==> src/rtl/hazard_fwd_pkg.sv <==
package hazard_fwd_pkg;

  typedef enum logic [1:0] {
    SEL_REGFILE = 2'b00,
    SEL_WB      = 2'b01,
    SEL_MEM     = 2'b10
  } op_sel_e;

  localparam int unsigned NUM_OPERANDS = 2;

endpackage

==> src/rtl/hazard_prod_match.sv <==
module hazard_prod_match #(
  parameter int unsigned AW = 5
) (
  input  logic [AW-1:0] src,
  input  logic [AW-1:0] dst,
  input  logic          wen,
  output logic          hit
);

  logic dst_nonzero;

  always_comb begin
    dst_nonzero = |dst;
    hit         = wen && dst_nonzero && (dst == src);
  end

endmodule

==> src/rtl/hazard_operand_sel.sv <==
module hazard_operand_sel
  import hazard_fwd_pkg::*;
#(
  parameter int unsigned AW = 5
) (
  input  logic [AW-1:0] src,
  input  logic [AW-1:0] mem_rd,
  input  logic          mem_wen,
  input  logic [AW-1:0] wb_rd,
  input  logic          wb_wen,
  output logic [1:0]    sel
);

  logic mem_hit;
  logic wb_hit;
  op_sel_e sel_e;

  hazard_prod_match #(.AW(AW)) i_mem_match (
    .src (src),
    .dst (mem_rd),
    .wen (mem_wen),
    .hit (mem_hit)
  );

  hazard_prod_match #(.AW(AW)) i_wb_match (
    .src (src),
    .dst (wb_rd),
    .wen (wb_wen),
    .hit (wb_hit)
  );

  // Newer producer first: memory stage outranks write-back.
  always_comb begin
    if (mem_hit) begin
      sel_e = SEL_MEM;
    end else if (wb_hit) begin
      sel_e = SEL_WB;
    end else begin
      sel_e = SEL_REGFILE;
    end
    sel = sel_e;
  end

endmodule

==> src/rtl/hazard_load_use.sv <==
module hazard_load_use #(
  parameter int unsigned AW = 5
) (
  input  logic          ex_mem_read,
  input  logic [AW-1:0] ex_rt,
  input  logic [AW-1:0] id_rs,
  input  logic [AW-1:0] id_rt,
  output logic          stall
);

  logic rs_dep;
  logic rt_dep;

  always_comb begin
    rs_dep = (ex_rt == id_rs);
    rt_dep = (ex_rt == id_rt);
    stall  = ex_mem_read && (rs_dep || rt_dep);
  end

endmodule

==> src/rtl/hazard_fwd_unit.sv <==
module hazard_fwd_unit
  import hazard_fwd_pkg::*;
#(
  parameter int unsigned AW = 5
) (
  input  logic [AW-1:0] ex_rs,
  input  logic [AW-1:0] ex_rt,
  input  logic          ex_mem_read,
  input  logic [AW-1:0] id_rs,
  input  logic [AW-1:0] id_rt,
  input  logic [AW-1:0] mem_rd,
  input  logic          mem_wen,
  input  logic [AW-1:0] wb_rd,
  input  logic          wb_wen,
  output logic [1:0]    fwd_a,
  output logic [1:0]    fwd_b,
  output logic          hold_pc,
  output logic          hold_ifid,
  output logic          bubble_idex
);

  logic [NUM_OPERANDS-1:0][AW-1:0] op_src;
  logic [NUM_OPERANDS-1:0][1:0]    op_sel;
  logic                            lu_stall;

  always_comb begin
    op_src[0] = ex_rs;
    op_src[1] = ex_rt;
  end

  for (genvar g = 0; g < NUM_OPERANDS; g++) begin : g_operand
    hazard_operand_sel #(.AW(AW)) i_sel (
      .src     (op_src[g]),
      .mem_rd  (mem_rd),
      .mem_wen (mem_wen),
      .wb_rd   (wb_rd),
      .wb_wen  (wb_wen),
      .sel     (op_sel[g])
    );
  end

  hazard_load_use #(.AW(AW)) i_load_use (
    .ex_mem_read (ex_mem_read),
    .ex_rt       (ex_rt),
    .id_rs       (id_rs),
    .id_rt       (id_rt),
    .stall       (lu_stall)
  );

  always_comb begin
    fwd_a       = op_sel[0];
    fwd_b       = op_sel[1];
    hold_pc     = lu_stall;
    hold_ifid   = lu_stall;
    bubble_idex = lu_stall;
  end

endmodule

==> config.mk <==
export PLATFORM = sky130hd
export DESIGN_NAME = hazard_fwd_unit
export DESIGN_NICKNAME = d
export VERILOG_FILES = /design/src/rtl/hazard_fwd_pkg.sv /design/src/rtl/hazard_prod_match.sv /design/src/rtl/hazard_operand_sel.sv /design/src/rtl/hazard_load_use.sv /design/src/rtl/hazard_fwd_unit.sv
export SDC_FILE = /design/constraint.sdc
export NUM_CORES = 1
export LEC_CHECK = 0
export CORE_AREA = 2 2 39 41
export DETAILED_ROUTE_END_ITERATION = 6
export DIE_AREA = 0 0 41 43
export PLACE_DENSITY = 0.9
export SETUP_SLACK_MARGIN = 0.02
export SLEW_MARGIN = 20
export SYNTH_ARGS = -nofsm -noshare
export SYNTH_HDL_FRONTEND = slang
export SYNTH_SLANG_ARGS = --single-unit
==> constraint.sdc <==
create_clock -name vclk -period 2.2
set_input_delay 0.22 -clock vclk [all_inputs]
set_output_delay 0.22 -clock vclk [all_outputs]
set_load 0.02 [all_outputs]
# Yosys cells after proc, flatten, opt, wreduce, memory -nomap -nowiden
# Index checks and enable logic that the tools add are counted.
# W data, S select, Z words.
[classes]
reduce_logical = 10
div = 0
multipliers = 0
n_addsub = 0
n_shift = 0
order_cmp = 0
eq_ne = 6
muxes = 4
bitwise_logic = 0
[op_table]
columns = ["op", "count"]
rows = [
  ["$eq A5 B5 Y1", 6],
  ["$reduce_or A5 Y1", 2],
  ["$logic_and A1 B1 Y1", 7],
  ["$mux W2", 2],
  ["$mux W1", 2],
  ["$logic_or A1 B1 Y1", 1],
]
[totals]
ramBits = 0
latch_bits = 0
romBits = 0
wordCells = 20
mem_count = 0
register_bits = 0

# Depth between registers and ports, before layout
# Gate-level depths: netlist of run 1.
[logic_depth]
word_depth = 5
mapped_depth = 6
ltp_nobuf = 4

# Cells and area by module
# From an unflattened synthesis of run 1, not the netlist that was laid out.
[hier_totals]
cells_unflattened = 61
hier_area_um2 = 476.7
[modules_own_cells]
columns = ["module", "area_per_inst_um2", "cells_each", "n_inst"]
rows = [
  ["hazard_prod_match", 76.3, 10, 4],
  ["hazard_load_use", 113.9, 15, 1],
  ["hazard_operand_sel", 21.3, 2, 2],
  ["hazard_fwd_unit", 15.0, 2, 1],
]

# Worst setup path before layout of run 1
# Ideal clock, no wire load.
[synth_timing]
path_type = "in2out"
from = "in mem_rd[3]"
to = "out fwd_b[0]"
arrival_time_ps = 1482
required_time_ps = 1980
slack_ps = 498
n_path_buf = 0
path_stages = 4
cell_sequence = "or4_1 -> o21ai_2 -> nor4_1 -> nor4_2"
[synth_between]
elab_chain_len = 4
word_cells_on_any_way = 5
[synth_lines]
columns = ["item", "line_no", "rtl"]
rows = [
  ["start, declared", "hazard_fwd_unit.sv:11", "input logic [AW-1:0] mem_rd,"],
  ["$reduce_or A5 Y1", "hazard_prod_match.sv:13", "dst_nonzero = |dst;"],
  ["$logic_and A1 B1 Y1", "hazard_prod_match.sv:14", "hit = wen && dst_nonzero && (dst == src);"],
  ["$logic_and A1 B1 Y1 *", "hazard_prod_match.sv:14", ""],
  ["net g_operand[1].i_sel.i_mem_match.hit", "hazard_prod_match.sv:7", "output logic hit"],
  ["$mux W2 *", "hazard_operand_sel.sv:34", "if (mem_hit) begin"],
  ["end, declared", "hazard_fwd_unit.sv:16", "output logic [1:0] fwd_b,"],
]
# Mark *: on every way through the listed nets, which the timed path passes. The rest lies on a longest branch.

# Final worst setup path of run 1
[layout_timing]
from = "in mem_rd[3]"
to = "out fwd_a[1]"
[layout_between]
elab_chain_len = 4
word_cells_on_any_way = 5
[layout_lines]
columns = ["item", "line_no", "rtl"]
rows = [
  ["$reduce_or A5 Y1", "hazard_prod_match.sv:13", ""],
  ["$logic_and A1 B1 Y1", "hazard_prod_match.sv:14", ""],
  ["$logic_and A1 B1 Y1 *", "hazard_prod_match.sv:14", ""],
  ["$mux W2 *", "hazard_operand_sel.sv:34", ""],
  ["end, declared", "hazard_fwd_unit.sv:15", "output logic [1:0] fwd_a,"],
]
# Mark *: on every way between the ends. The rest lies on a longest branch, timed or not.

==> metrics.txt, run 1 <==
core region area=1380 sq um; crit-path max cell delay=0.55 ns; Multi-input gate area=approximately 400 sq um; row cnt=14; Vias/cell=4.56; min Tclk post-route=2.10 ns; Required @ worst endpoint=1.98 ns; largest family of logic cells by synthesized area=XOR/XNOR gates; HPWL after DPL=1360 um; Setup Buffers After CTS=0; share of cells above drive strength 1=25.7%; vias in the first global route=approximately 600; critical path class=primary input to output port; PD cells=between 150 and 200 nW/um^2; crit-path leading delay family=buffers and inverters; CP Launch Type=primary input; Slew Viols, Final=0; number of port buffers=40; Layout area overhead=130%; setup TNS=0 ns; Synth Area in Compound Gates=approximately 3.6%; Clock buffer cells=0; Die H=43 um; CP max-delay cell=or4_4; DRC errors left=0; Synth warnings=0; via count=570; number of routed nets with antenna violations=0; largest net degree at the start of global routing=4; Layout Nets=roughly 140; initial antenna violation count=0; Starting Density=between 30% and 40%; post-synthesis adder-cell area fraction=0%; measured slew at the worst slew-check pin=slightly below 0.4 ns; FILL cells=112; Leakage=0.383 nW; Total Wirelength=1470 um; Mapped Nets=between 80 and 90; CP Data Arrival Time=between 1.5 and 2 ns; die width=about 40 um; Worst setup EP type=output port; count of different cell masters after synthesis=14; RSZ-0062 raised after global routing=yes; Worst Path Buf+Inv=3; Synth Area in XOR/XNOR=62.5%; post-synthesis mux area share=0%; total global-route track usage=19.3%; Antenna Cells=0; crit-path cells=clkdlybuf4s50_1 > or4_4 > o21ai_4 > nor4_1 > buf_4 > dlygate4sd2_1; max-cap violations=0; status=completed; Ports=40; peak supply drop=approximately 0.086 mV; WL/cell=about 12 um; register area share after synthesis=0%; die footprint=between 1500 and 2000 sq um; Final period util=95.6%; most frequent cells in the layout=clkdlybuf4s50_1, xnor2_1, buf_4, xor2_1, dlygate4sd2_1; syn_area_per_cell=7.79 sq um; router iterations before antenna repair=1; commonest non-fill, non-tap cell in the layout=clkdlybuf4s50_1; post-synthesis simple-gate area fraction=25.0%; Max Freq=475 MHz; number of DRC markers in iteration 0=0; Tot Pwr=0.179 mW; crit path max fanout=2; gr ovfl total=0; Worst slew margin=between 70 and 80%; register area=0 sq um; Final Setup Violations=0; Final Util=69.9%; sequential cell count=0; final hold vios=0; first-pass GRT wire length=2450 um; Hold Crit Class=primary input to output port; Synth Instances=54; Final GP Congestion=around 0.81; hold slack=roughly 1.2 ns; Syn Std Cell Area=420 sq um
==> routing by layer <==
layer	up-vias	part of all wire, %	wire, um	GRT usage, %
li1	292	-	-	-
met3	4	4.3	63	1.57
met5	-	0	0	0
met1	258	38	552	22.8
met2	16	56	819	35.3
met4	0	2.0	30	3.33
==> worst paths after layout <==
check / start / to / slack [ns] / cells past startpoint
worst max-delay path: mem_rd[3] / fwd_a[1] / 0.1 / 6
worst min-delay path: wb_wen / fwd_b[0] / 1.15 / 4
==> synthesized netlist by cell type <==
master | number | area (sq um)
nand4_1 | 4 | 25.0
nor4_2 | 2 | 25.0
clkbuf_1 | 2 | 7.51
xnor2_1 | 24 | 210
nand2_1 | 2 | 7.51
and2_1 | 1 | 6.26
or4_1 | 2 | 15.0
xor2_1 | 6 | 52.6
nor2_1 | 1 | 3.75
o21ai_2 | 1 | 8.76
nand3_1 | 2 | 10.0
o22ai_1 | 1 | 6.26
nor4_1 | 2 | 12.5
buf_4 | 4 | 30.0
==> final cells by class <==
type | count | share of cell area (%)
timing repair buffer | 61 | 56.5
multi-input combinational | 48 | 41.4
tap | 16 | 2.07
==> through the flow <==
stage | std cells | area [sq um] | setup slack (ns)
finish | 125 | 967 | 0.0966
global route | 125 | 967 | -0.00756
CTS | 125 | 951 | 0.0650
detailed placement | 125 | 961 | -0.371
global placement | 125 | 961 | -0.317
floorplan | 54 | 420 | 0.498
==> cell families after synthesis <==
family / after synthesis
xor+xnor: 30
simple gates: 16
buf+inv: 6
compound gates: 2
==> where the power goes <==
group / internal (mW) / total (mW) / switching [mW]
clock network: 0 / 0 / 0
logic: 0.116 / 0.179 / 0.0630
registers: 0 / 0 / 0
total: 0.116 / 0.179 / 0.0630
==> what timing repair did <==
item                                    4_1_cts  5_1_grt
cloned                                        0        0
pin swaps                                     0        0
hold buffers                                  0        0
endpoints found under the setup margin        7        4
resized for setup                            16        4
(Power assumes the default switching activity.)
==> inputs of run 2 (changes only) <==
- CAP_MARGIN: not set -> 20
==> results of run 2 <==
Final layout, timing and power as in run 1 (identical DEF).
==> inputs of run 3 (changes only) <==
- CAP_MARGIN: 20 -> 40
==> results of run 3 <==
Final layout, timing and power as in run 1 (identical DEF).
